<file path="src/rtl/wm_fifo_pkg.sv">
package wm_fifo_pkg;

    typedef enum logic [1:0] {
        OCC_EMPTY = 2'd0,
        OCC_PART  = 2'd1,
        OCC_FULL  = 2'd2
    } occ_state_e;

    typedef struct packed {
        logic rx_req;
        logic rx_flag;
        logic tx_req;
        logic tx_flag;
    } lvl_out_t;

endpackage

</file>
<file path="src/rtl/wm_fifo_store.sv">
module wm_fifo_store
    import wm_fifo_pkg::*;
#(
    parameter int DW    = 16,
    parameter int DEPTH = 32,
    parameter int CW    = $clog2(DEPTH) + 1
) (
    input  logic          clk,
    input  logic          rst_n,
    input  logic          wr_req,
    input  logic [DW-1:0] wr_data,
    input  logic          rd_req,
    output logic [DW-1:0] rd_data,
    output logic [CW-1:0] count,
    output logic          ovr_pulse,
    output logic          udr_pulse
);
    localparam int AW = $clog2(DEPTH);

    logic [DW-1:0] mem [DEPTH];
    logic [AW-1:0] wr_ptr, rd_ptr;
    occ_state_e    state_q, state_d;
    logic          wr_ok, rd_ok;

    assign wr_ok   = wr_req && (state_q != OCC_FULL);
    assign rd_ok   = rd_req && (state_q != OCC_EMPTY);
    assign rd_data = mem[rd_ptr];

    function automatic logic [AW-1:0] bump(input logic [AW-1:0] p);
        return (p == AW'(DEPTH - 1)) ? '0 : p + AW'(1);
    endfunction

    // state register
    always_ff @(posedge clk or negedge rst_n) begin
        if (!rst_n) state_q <= OCC_EMPTY;
        else        state_q <= state_d;
    end

    // next state
    always_comb begin
        state_d = state_q;
        unique case (state_q)
            OCC_EMPTY: if (wr_ok) state_d = OCC_PART;
            OCC_PART: begin
                if (wr_ok && !rd_ok && count == CW'(DEPTH - 1))
                    state_d = OCC_FULL;
                else if (rd_ok && !wr_ok && count == CW'(1))
                    state_d = OCC_EMPTY;
            end
            OCC_FULL:  if (rd_ok) state_d = OCC_PART;
            default:   state_d = OCC_EMPTY;
        endcase
    end

    // indices, count and pulses
    always_ff @(posedge clk or negedge rst_n) begin
        if (!rst_n) begin
            wr_ptr    <= '0;
            rd_ptr    <= '0;
            count     <= '0;
            ovr_pulse <= 1'b0;
            udr_pulse <= 1'b0;
        end else begin
            ovr_pulse <= wr_req && (state_q == OCC_FULL);
            udr_pulse <= rd_req && (state_q == OCC_EMPTY);
            if (wr_ok) wr_ptr <= bump(wr_ptr);
            if (rd_ok) rd_ptr <= bump(rd_ptr);
            unique case ({wr_ok, rd_ok})
                2'b10:   count <= count + CW'(1);
                2'b01:   count <= count - CW'(1);
                default: count <= count;
            endcase
        end
    end

    always_ff @(posedge clk) begin
        if (wr_ok) mem[wr_ptr] <= wr_data;
    end

    AST_NO_OVERFLOW: assert property (@(posedge clk) disable iff (!rst_n)
        count <= CW'(DEPTH));
    AST_FULL_DROP: assert property (@(posedge clk) disable iff (!rst_n)
        (count == CW'(DEPTH) && wr_req && !rd_req) |=> (count == CW'(DEPTH)));
    AST_OVR_AFTER_FULL: assert property (@(posedge clk) disable iff (!rst_n)
        ovr_pulse |-> ($past(count) == CW'(DEPTH)));
    AST_EMPTY_READ: assert property (@(posedge clk) disable iff (!rst_n)
        (count == '0 && rd_req && !wr_req) |=> (count == '0 && $stable(rd_ptr)));
    AST_STATE_MATCH: assert property (@(posedge clk) disable iff (!rst_n)
        (state_q == OCC_EMPTY) == (count == '0));
    AST_BOTH_HOLD: assert property (@(posedge clk) disable iff (!rst_n)
        (wr_req && rd_req && count > '0 && count < CW'(DEPTH)) |=> $stable(count));

endmodule

</file>
<file path="src/rtl/wm_level_ctl.sv">
module wm_level_ctl
    import wm_fifo_pkg::*;
#(
    parameter int LW = 5,
    parameter int CW = 6
) (
    input  logic          clk,
    input  logic          rst_n,
    input  logic          lvl_wr,
    input  logic [LW-1:0] full_lvl_in,
    input  logic [LW-1:0] empty_lvl_in,
    input  logic          dir_rx,
    input  logic          xfer_active,
    input  logic          rx_dma_en,
    input  logic          tx_dma_en,
    input  logic [CW-1:0] count,
    output lvl_out_t      lvl_out
);
    logic [LW-1:0] full_q, empty_q;
    logic          rx_hit, tx_hit, idle_empty;

    always_ff @(posedge clk or negedge rst_n) begin
        if (!rst_n) begin
            full_q  <= '1;
            empty_q <= '0;
        end else if (lvl_wr) begin
            full_q  <= full_lvl_in;
            empty_q <= empty_lvl_in;
        end
    end

    assign idle_empty = !xfer_active && (count == '0);
    assign rx_hit     = dir_rx  && (count > CW'(full_q));
    assign tx_hit     = !dir_rx && (count < CW'(empty_q));

    always_comb begin
        lvl_out = '0;
        if (!idle_empty) begin
            lvl_out.rx_req  = rx_hit &&  rx_dma_en;
            lvl_out.rx_flag = rx_hit && !rx_dma_en;
            lvl_out.tx_req  = tx_hit &&  tx_dma_en;
            lvl_out.tx_flag = tx_hit && !tx_dma_en;
        end
    end

    AST_RX_PATH_EXCL: assert property (@(posedge clk) disable iff (!rst_n)
        !(lvl_out.rx_req && lvl_out.rx_flag));
    AST_TX_PATH_EXCL: assert property (@(posedge clk) disable iff (!rst_n)
        !(lvl_out.tx_req && lvl_out.tx_flag));
    AST_DIR_QUIET: assert property (@(posedge clk) disable iff (!rst_n)
        dir_rx |-> !(lvl_out.tx_req || lvl_out.tx_flag));
    AST_IDLE_CLEAR: assert property (@(posedge clk) disable iff (!rst_n)
        (!xfer_active && count == '0) |-> (lvl_out == '0));
    AST_RX_NEED_DATA: assert property (@(posedge clk) disable iff (!rst_n)
        (lvl_out.rx_req || lvl_out.rx_flag) |-> (count != '0));

endmodule

</file>
<file path="src/rtl/wm_threshold_fifo.sv">
module wm_threshold_fifo
    import wm_fifo_pkg::*;
#(
    parameter int DW    = 16,
    parameter int DEPTH = 32,
    parameter int LW    = 5,
    localparam int CW   = $clog2(DEPTH) + 1
) (
    input  logic          clk,
    input  logic          rst_n,
    input  logic          dir_rx,
    input  logic          xfer_active,
    input  logic          rx_dma_en,
    input  logic          tx_dma_en,
    input  logic          lvl_wr,
    input  logic [LW-1:0] full_lvl_in,
    input  logic [LW-1:0] empty_lvl_in,
    input  logic          bus_wr_en,
    input  logic [DW-1:0] bus_wr_data,
    input  logic          bus_rd_en,
    output logic [DW-1:0] bus_rd_data,
    input  logic          card_push,
    input  logic [DW-1:0] card_push_data,
    input  logic          card_pop,
    output logic [DW-1:0] card_pop_data,
    output logic          rx_dma_req,
    output logic          tx_dma_req,
    output logic          rx_lvl_flag,
    output logic          tx_lvl_flag,
    output logic [CW-1:0] fill_count,
    output logic          overrun_pulse,
    output logic          underrun_pulse
);
    logic          wr_req, rd_req;
    logic [DW-1:0] wr_data, head;
    lvl_out_t      lvl;

    // direction routing: receive fills from card, drains to bus
    assign wr_req  = dir_rx ? card_push      : bus_wr_en;
    assign wr_data = dir_rx ? card_push_data : bus_wr_data;
    assign rd_req  = dir_rx ? bus_rd_en      : card_pop;

    wm_fifo_store #(.DW(DW), .DEPTH(DEPTH), .CW(CW)) u_store (
        .clk       (clk),
        .rst_n     (rst_n),
        .wr_req    (wr_req),
        .wr_data   (wr_data),
        .rd_req    (rd_req),
        .rd_data   (head),
        .count     (fill_count),
        .ovr_pulse (overrun_pulse),
        .udr_pulse (underrun_pulse)
    );

    wm_level_ctl #(.LW(LW), .CW(CW)) u_level (
        .clk          (clk),
        .rst_n        (rst_n),
        .lvl_wr       (lvl_wr),
        .full_lvl_in  (full_lvl_in),
        .empty_lvl_in (empty_lvl_in),
        .dir_rx       (dir_rx),
        .xfer_active  (xfer_active),
        .rx_dma_en    (rx_dma_en),
        .tx_dma_en    (tx_dma_en),
        .count        (fill_count),
        .lvl_out      (lvl)
    );

    assign bus_rd_data   = head;
    assign card_pop_data = head;
    assign rx_dma_req    = lvl.rx_req;
    assign rx_lvl_flag   = lvl.rx_flag;
    assign tx_dma_req    = lvl.tx_req;
    assign tx_lvl_flag   = lvl.tx_flag;

    AST_RX_IGNORES_BUS_WR: assert property (@(posedge clk) disable iff (!rst_n)
        (dir_rx && bus_wr_en && !card_push && !bus_rd_en) |=> $stable(fill_count));
    AST_TX_IGNORES_PUSH: assert property (@(posedge clk) disable iff (!rst_n)
        (!dir_rx && card_push && !bus_wr_en && !card_pop) |=> $stable(fill_count));

endmodule

</file>
<file path="config.mk">
export PLATFORM = sky130hd
export DESIGN_NAME = wm_threshold_fifo
export DESIGN_NICKNAME = d
export VERILOG_FILES = /design/src/rtl/wm_fifo_pkg.sv /design/src/rtl/wm_fifo_store.sv /design/src/rtl/wm_level_ctl.sv /design/src/rtl/wm_threshold_fifo.sv
export SDC_FILE = /design/constraint.sdc
export NUM_CORES = 1
export LEC_CHECK = 0
export ABC_AREA = 1
export CAP_MARGIN = 40
export CORE_MARGIN = 1
export CORE_UTILIZATION = 36
export CTS_BUF_LIST = sky130_fd_sc_hd__clkbuf_16
export DETAILED_ROUTE_END_ITERATION = 8
export PLACE_DENSITY_LB_ADDON = 0.3
export SLEW_MARGIN = 10
export SYNTH_ARGS = -nofsm -noshare
export SYNTH_HDL_FRONTEND = slang
export SYNTH_SLANG_ARGS = --single-unit
</file>
<file path="constraint.sdc">
create_clock -name clk -period 5.9 [get_ports clk]
set_input_delay 0.885 -clock clk [delete_from_list [all_inputs] [get_ports clk]]
set_output_delay 0.885 -clock clk [all_outputs]
set_load 0.005 [all_outputs]
</file>
# Yosys cells after proc, flatten, opt, wreduce, memory -nomap -nowiden
# Memories as Yosys holds them, arrays and structs flattened.
# Index checks and enable logic that the tools add are counted.
# Widths: inputs -> output; s select.
[totals]
register_bits = 30
mem_bits_rw = 512
out_inout_bits = 44
elab_cells = 67
n_memories = 1
[op_classes]
add_sub_neg = 4
magnitude_cmp = 2
n_eq_ne = 12
mux = 14
n_reduce_logical = 26
[memory_table]
columns = ["memory", "words", "width", "rd", "rd_clocked_by_memory_dff", "wr", "line", "source"]
rows = [
  ["u_store.mem", 32, 16, 1, 0, 1, "wm_fifo_store.sv:20", "logic [DW-1:0] mem [DEPTH];"],
]
[ops]
columns = ["cell", "count"]
rows = [
  ["$mux 16", 1],
  ["$logic_and 1x1->1", 15],
  ["$pmux 6 s2", 1],
  ["$add 5x1->5 const B", 2],
  ["$eq 5x5->1 const B", 2],
  ["$mux 5", 2],
  ["$mux 2", 4],
  ["$add 6x1->6 const B", 1],
  ["$eq 6x1->1 const B", 1],
  ["$eq 6x5->1 const B", 1],
  ["$gt 6x5->1", 1],
  ["$logic_not 1->1", 6],
  ["$logic_not 6->1", 1],
  ["$lt 6x5->1", 1],
  ["$pmux 2 s3", 1],
  ["$sub 6x1->6 const B", 1],
  ["$eq 2x1->1 const B", 2],
  ["$eq 2x2->1 const B", 2],
  ["$mux 1", 4],
  ["$mux 4", 1],
  ["$ne 2x1->1 const B", 2],
  ["$reduce_bool 2->1", 2],
  ["$ne 3x1->1 const B", 1],
  ["$reduce_and 3->1", 1],
  ["2 further kinds", 2],
]

# Logic depth before layout (Yosys ltp)
# Gate-level depths: netlist (run 1).
[depth]
word_depth = 8
depth_mapped = 13
depth_no_buf = 13

# Cells and area by module
# From an unflattened synthesis (run 1), not the netlist that was laid out.
[unflattened]
hier_cells = 2305
hier_area_um2 = 23784.1
[by_module_without_submodules]
columns = ["mod", "instances", "cells_each", "area_each_um2", "seq_area_each_um2"]
rows = [
  ["wm_fifo_store", 1, 2140, 22695.5, 15875.2],
  ["wm_level_ctl", 1, 91, 708.2, 256.5],
  ["wm_threshold_fifo", 1, 74, 380.4, 0.0],
]

# Worst setup path after synthesis (run 1)
# OpenSTA, ideal clock, no wires.
[synth_path]
path_type = "input port to flip-flop"
startpoint = "in dir_rx"
endpoint = "mem u_store.mem[7][0] (enable)"
t_arrival_ns = 2.409
required_time_ns = 5.491
slack_ns = 3.082
path_stages = 3
path_cell_list = "buf_2 > o211ai_1 > nor3_1"
[synth_between]
elab_chain_len = 4
[synth_rtl]
columns = ["element", "line", "source"]
rows = [
  ["start: declaration", "wm_threshold_fifo.sv:11", "input logic dir_rx,"],
  ["$mux 1", "wm_threshold_fifo.sv:39", "assign wr_req = dir_rx ? card_push : bus_wr_en;"],
  ["$logic_and 1x1->1", "wm_fifo_store.sv:25", "assign wr_ok = wr_req && (state_q != OCC_FULL);"],
  ["$mux 1", "wm_fifo_store.sv:77", "if (wr_ok) mem[wr_ptr] <= wr_data;"],
  ["$mux 1 (implied by the code)", "wm_fifo_store.sv:77", ""],
  ["end: declaration", "wm_fifo_store.sv:20", ""],
]
# Every way passes these cells.

# Worst setup path in the final report (run 1)
[layout_path]
startpoint = "reg u_store.rd_ptr[0]"
endpoint = "out card_pop_data[7]"
[layout_between]
elab_chain_len = 1
[layout_rtl]
columns = ["element", "line", "source"]
rows = [
  ["start: declaration", "wm_fifo_store.sv:21", "logic [AW-1:0] wr_ptr, rd_ptr;"],
  ["start signal: assignment", "wm_fifo_store.sv:67", "if (rd_ok) rd_ptr <= bump(rd_ptr);"],
  ["$mem_v2 32x16", "--", ""],
  ["end: declaration", "wm_threshold_fifo.sv:25", "output logic [DW-1:0] card_pop_data,"],
]
# Every way passes these cells.

==> results.py, run 1 <==
metrics = {
    "drt": {
        "first_iter_violations": 1857,
        "avgRoutedWirePerCell_um": 19.1,
        "wl_um": 67000,
        "first_pass_iters": 6,
        "vias": 17148,
        "drc": 0,
        "ant_nets": 0,
        "avgViaCountPerCell": 4.88,
    },
    "logic_synthesis": {
        "synth_flop_cell": "edfxtp_1",
        "synthArstFlopShare_pct": 5.54,
        "netlist_area_um2": 24600,
        "ys_ff_latch": 542,
        "syn-num-nets": 2581,
        "synth_enable_flop_cells": 512,
        "synth_most_common_cell": "nand2_1",
        "seq_area_frac_synth_pct": 65.5,
        "avgSynthCellArea_um2": 9.83,
        "synth_cells": 2506,
        "yosys.area.top_type": "edfxtp_1",
        "synthTopCellsByCount": "nand2_1, edfxtp_1, inv_1, nand3_1, nor2_1",
        "yosysWarnings": 0,
        "synth.distinct_cells": 35,
        "netlist.area_leader.share_pct": 62.4,
        "yosys-top-cells-area": "edfxtp_1, nand2_1, nand3_1",
    },
    "status": {
        "run_status": "finished clean",
    },
    "flow_run": {
        "drv_cap": 0,
    },
    "finish": {
        "finalNetCount": 2671,
        "antenna_cells": 0,
        "layout-drive-gt1-share_pct": 7.46,
        "area_delta_synth_final_pct": 15.1,
    },
    "timing": {
        "slew_headroom_pct": 33.9,
        "fin_crit_ns": 4.72,
        "grt_setup_unrepaired": "false",
        "timing.final.crit_share_pct": 80.0,
        "fin_hold_ws_ns": 0.493,
        "tightest_slew_ns": 0.992,
        "hold_violations": 0,
        "fmax_ghz": 0.212,
        "slew_viol_final": 0,
        "setup_viol": 0,
        "setup_tns_ns": 0,
        "fin_skew_ns": 0.0213,
    },
    "pwr": {
        "leakage_nw": 12.3,
        "powerDensity_nw_per_um2": 468,
        "ir_drop_mv": 0.353,
    },
    "floorplanning": {
        "dieArea_um2": 69500,
        "die_w_um": 264,
        "die_y_um": 264,
        "start_util_pct": 36.5,
        "ioPinCount": 97,
        "rows": 95,
        "core_area_um2": 67400,
    },
    "clock_tree": {
        "clock_sinks": 542,
        "cts_hold_buf": 0,
        "cts_resized": 0,
        "htreeDepth": 2,
        "postCtsSetupBuffers": 0,
        "clkTransAtPathRegs_ns": 0.06,
        "clockBufferDepth": 3,
        "cts_tree": "yes",
        "cts_buffers": 56,
        "cts_root_buffer": "clkbuf_16",
        "clock_latency_ns": 0.63,
    },
    "critical_path": {
        "crit_slowest_cell": "dfrtp_4",
        "path_cells": "buf_12 > nor2_1 > o21ai_1 > nand2_1 > nand3_1 > nand3_1 > nand2_1 > clkdlybuf4s50_1",
        "start_kind": "register",
        "critPathCaptureType": "primary output",
        "criticalPathCategory": "reg -> out",
        "crit_required_ns": 5.02,
        "cpPeakStageDelay_ns": 0.87,
        "cp.arrival_ns": 3.83,
        "path_max_fanout": 207,
    },
    "grt": {
        "gr-usage-all-layers_pct": 19.3,
        "grt-ovfl-total": 0,
        "antenna_found_initial": 1,
        "grt_pass1_vias": 16110,
        "grt_max_degree": 208,
        "grt_pass1_wl_um": 101000,
    },
    "placed_design": {
        "routabilityCongestion": 0.838,
        "portBuffers": 96,
        "dpl.hpwl_um": 40200,
    },
    "min_path": {
        "min_path_type": "reg -> reg",
    },
}
==> critical path: cells and delay by family, from the launching register on <==
family | cells | cell delay (ns)
buffers and inverters | 2 | 1.16
AOI/OAI and AO/OA | 1 | 0.37
DFF | 1 | 0.87
and+or+nand+nor | 5 | 0.59
==> per-stage QoR <==
step	std cells	worst slack, ns	power [W]	util [%]	instance area [µm²]
6_report	3514	1.18	0.0133	42.1	28400
5_1_grt	3514	0.979	0.0139	42.1	28400
4_1_cts	3514	1.12	0.0133	42.1	28400
3_5_place_dp	3411	1.79	0.00994	39.5	26600
3_3_place_gp	3403	1.73	0.00983	39.3	26500
2_1_floorplan	2506	3.08	0.00790	-	24600
==> power by group <==
part / leakage, nW / total [W] / switching (W) / internal [W]
Sequential: 4.99 / 0.00475 / 0.000234 / 0.00452
Combinational: 6.41 / 0.00513 / 0.00341 / 0.00171
Clock: 0.911 / 0.00338 / 0.00148 / 0.00190
Total: 12.3 / 0.0133 / 0.00513 / 0.00813
==> cells in the final DEF (no fill, tap or decap), types with 2 or more instances in the layout <==
cell / synthesis / routed
inv_1: 427 / 440
nor3_2: 0 / 3
clkinv_2: 0 / 9
o21ai_0: 25 / 25
bufinv_16: 0 / 4
nand2_1: 869 / 868
clkdlybuf4s50_1: 0 / 96
nor3_1: 11 / 7
or2_2: 37 / 37
inv_2: 1 / 2
dfrtp_4: 0 / 2
a21oi_1: 6 / 6
o21ai_1: 16 / 16
xnor2_1: 2 / 2
o22ai_1: 3 / 3
dfstp_2: 5 / 5
nor2_1: 60 / 60
o211ai_1: 3 / 3
xor2_1: 5 / 5
clkinv_1: 2 / 17
buf_4: 19 / 58
ha_1: 22 / 22
buf_16: 0 / 3
nand3_1: 321 / 321
or2_1: 10 / 10
buf_12: 0 / 4
inv_6: 0 / 4
dfrtp_1: 25 / 22
edfxtp_1: 512 / 512
clkbuf_16: 0 / 56
nand4_1: 5 / 5
==> sequential cells by signal, summed over array words and instances, names as in the netlist <==
name	cells
u_store.udr_pulse	1
u_store.state_q	2
u_level.full_q	5
u_store.mem	512
u_store.count	6
u_store.rd_ptr	5
u_store.ovr_pulse	1
u_store.wr_ptr	5
u_level.empty_q	5
==> per-layer routing <==
layer / up-vias / track usage (%) / wire (µm)
li1: 8149 / - / -
met1: 8209 / 28.3 / 30400
met2: 697 / 29.5 / 29800
met3: 93 / 3.06 / 5310
met4: 0 / 5.17 / 1480
met5: - / 0 / 0
==> logic make-up after synthesis <==
logic type,share of synthesized area (%)
flip-flops,65.5
buffers and inverters,9.53
adder cells (fa/ha/maj),1.12
AND/OR/NAND/NOR,22.4
XOR/XNOR,0.249
AO/OA/AOI/OAI,1.15
multiplexers,0.0457
==> layout make-up <==
type | count | area [µm²]
fill | 6369 | 39000
sequential | 542 | 16100
multi-input combinational | 1402 | 6170
timing repair buffer | 163 | 1590
inverter | 431 | 1630
clock buffer | 56 | 1400
tap | 873 | 1090
clock inverter | 47 | 332
==> final timing paths <==
path | cells past startpoint | slack [ns] | to | startpoint
setup / recovery | 8 | 1.18 | card_pop_data[7] | u_store.rd_ptr[0]
hold / removal | 2 | 0.49 | u_level.full_q[1] | u_level.full_q[1]
setup reg to reg | 8 | 3.31 | u_store.rd_ptr[2] | u_store.rd_ptr[0]
hold reg to reg | 2 | 0.49 | u_level.full_q[1] | u_level.full_q[1]
max in group asynchronous | 2 | 4.86 | u_store.rd_ptr[0] | rst_n
min in group asynchronous | 2 | 0.68 | u_level.empty_q[4] | rst_n
No activity file was read; power rests on OpenSTA's default activity.
==> run 2: changes to the inputs <==
- clock period: 5.9 -> 3.8 ns (I/O delays scaled with it)
==> run 2 against run 1 <==
Net effect: non-clock buffer count grew 20; clock power grew 67%; first-iteration DRC count grew 11%; count of clock-buffer cells in the layout grew 3; via count grew 0.82%; sequential power grew 54%; total power grew 63%; sequential cell count is the same; critical endpoint is now card_pop_data[2]; largest power group unchanged; highest routed layer unchanged.
==> results.py, run 2 (synthesized netlist as in run 1, its figures left out) <==
metrics = {
    "critical_path": {
        "timing.rr.start": "u_store.rd_ptr[3]",
        "start_kind": "register",
        "criticalPathCategory": "reg -> out",
        "path_max_fanout": 76,
        "reg2reg_depth": 7,
        "cpPeakStageDelay_ns": 0.59,
        "crit_required_ns": 3.23,
        "r2r_slack_ns": 1.51,
        "worst_path_most_repeated_cell": "nand2_1",
        "path_cells": "buf_12 > clkbuf_16 > nand2_1 > nand3_1 > nand2_1 > nand2_1 > nand3_1 > nand3_1 > nand2_1 > clkdlybuf4s50_1",
        "r2r_end": "u_store.rd_ptr[2]",
        "crit_slowest_cell": "dfrtp_4",
        "critPathCaptureType": "primary output",
        "cp.arrival_ns": 3.16,
    },
    "grt": {
        "grt_use_met3_pct": 2.65,
        "use_met2_pct": 29.5,
        "gr-usage-all-layers_pct": 19.5,
        "grtUsageMet1_pct": 28.6,
        "busiest_layer": "met2",
        "grt_max_degree": 154,
        "grt_pass1_wl_um": 101000,
        "grt_pass1_vias": 16358,
        "antenna_found_initial": 0,
        "grt-ovfl-total": 0,
    },
    "timing": {
        "setup_viol": 0,
        "fin_skew_ns": 0.0103,
        "timing.final.crit_share_pct": 98.2,
        "tightest_slew_ns": 0.839,
        "fin_ws_ns": 0.0690,
        "fmax_ghz": 0.268,
        "grt_setup_unrepaired": "true",
        "slew_headroom_pct": 43.7,
        "fin_crit_ns": 3.73,
        "hold_violations": 0,
        "slew_viol_final": 0,
    },
    "pwr": {
        "leakage_nw": 12.5,
        "powerDensity_nw_per_um2": 749,
        "ir_drop_mv": 0.463,
    },
    "finish": {
        "fill_cells": 6333,
        "largest_reg_flops": 512,
        "registers.top_by_ff_count": "u_store.mem",
        "antenna_cells": 0,
        "layout_commonest_cell": "nand2_1",
        "area_delta_synth_final_pct": 16.9,
        "postLayoutCoreUtil_pct": 42.7,
        "top_regs": "u_store.mem (512), u_store.count (6)",
        "final_cell_mix": "nand2_1, edfxtp_1, inv_1, nand3_1, clkdlybuf4s50_1",
        "finalNetCount": 2692,
        "final_cell_area_um2": 28800,
        "layout-drive-gt1-share_pct": 8.68,
    },
    "clock_tree": {
        "htreeDepth": 2,
        "clkTransAtPathRegs_ns": 0.06,
        "cts_hold_buf": 0,
        "clock_sinks": 542,
        "clockBufferDepth": 3,
        "clock_latency_ns": 0.61,
        "cts_root_buffer": "clkbuf_16",
        "cts_buffers": 57,
        "cts_tree": "yes",
    },
    "floorplanning": {
        "start_util_pct": 36.5,
        "rows": 95,
        "dieArea_um2": 69500,
        "die_y_um": 264,
        "core_area_um2": 67400,
        "die_w_um": 264,
        "ioPinCount": 97,
    },
    "placed_design": {
        "dpl_cell_area_um2": 26700,
        "dpl.hpwl_um": 42400,
        "routabilityCongestion": 0.916,
        "preCtsSetupSlack_ns": 0.570,
        "portBuffers": 96,
    },
    "drt": {
        "avgViaCountPerCell": 4.89,
        "avgRoutedWirePerCell_um": 19.9,
        "first_iter_violations": 2058,
        "vias": 17289,
        "drc": 0,
        "wl_um": 70300,
        "first_pass_iters": 6,
        "ant_nets": 0,
    },
    "flow_run": {
        "drv_cap": 0,
    },
    "min_path": {
        "min_path_type": "in -> async",
    },
    "status": {
        "run_status": "finished clean",
    },
}
[run 2: layout make-up]
cell class,instances,area (µm²),area share [%]
multi-input cells,1402,6180,21.5
clock inverters,45,408,1.42
well taps,873,1090,3.79
flip-flops and latches,542,16100,56.1
clock buffers,59,1480,5.13
repair buffers,183,1850,6.44
inverters,431,1640,5.70
[run 2: worst max-delay path, delay by kind of cell (launching register included)]
kind	cells	cell delay [ns]
flops	1	0.59
simple gates	7	0.92
buf+inv	3	1.02
[run 2: what timing repair did]
action | in CTS | in global routing
pin swaps | 0 | 0
endpoints found under the setup margin | 14 | 32
cloned | 0 | 5
buffers inserted | 0 | 1
gates resized for setup | 3 | 14
[run 2: where the power goes]
part	internal (W)	leakage (nW)	switching [W]	total, W
Combinational	0.00289	6.56	0.00570	0.00859
Sequential	0.00702	4.99	0.000305	0.00732
Clock	0.00333	0.944	0.00231	0.00565
Total	0.0132	12.5	0.00832	0.0216
[run 2: how the worst max path moves through the flow]
stage / startpoint / endpoint / slack [ns] / depth (start not counted)
6_report: u_store.rd_ptr[0] / card_pop_data[2] / 0.07 / 10
5_1_grt: u_store.rd_ptr[0] / bus_rd_data[15] / -0.06 / 11
4_1_cts: u_store.rd_ptr[0] / card_pop_data[2] / -0.009 / 10
3_5_place_dp: u_store.rd_ptr[0] / card_pop_data[2] / 0.57 / 10
3_3_place_gp: dir_rx / u_store.count[5] / 0.58 / 13
2_1_floorplan: dir_rx / u_store.mem[7][0] / 1.30 / 3
[run 2: per-layer routing]
layer,part of all wire (%),routed length [µm]
met1,46,32000
met2,44,30900
met3,7.7,5420
met4,2.8,1990
met5,0,0
[run 2: through the flow]
step / hold slack (ns) / TNS, ns / instances / power (W)
4_1_cts: 0.293 / -0.0170 / 3529 / 0.0212
3_5_place_dp: 0.497 / 0 / 3425 / 0.0155
5_1_grt: 0.328 / -0.190 / 3535 / 0.0225
6_report: 0.323 / 0 / 3535 / 0.0216
2_1_floorplan: 0.274 / 0 / 2506 / 0.0123
3_3_place_gp: 0.481 / 0 / 3424 / 0.0155
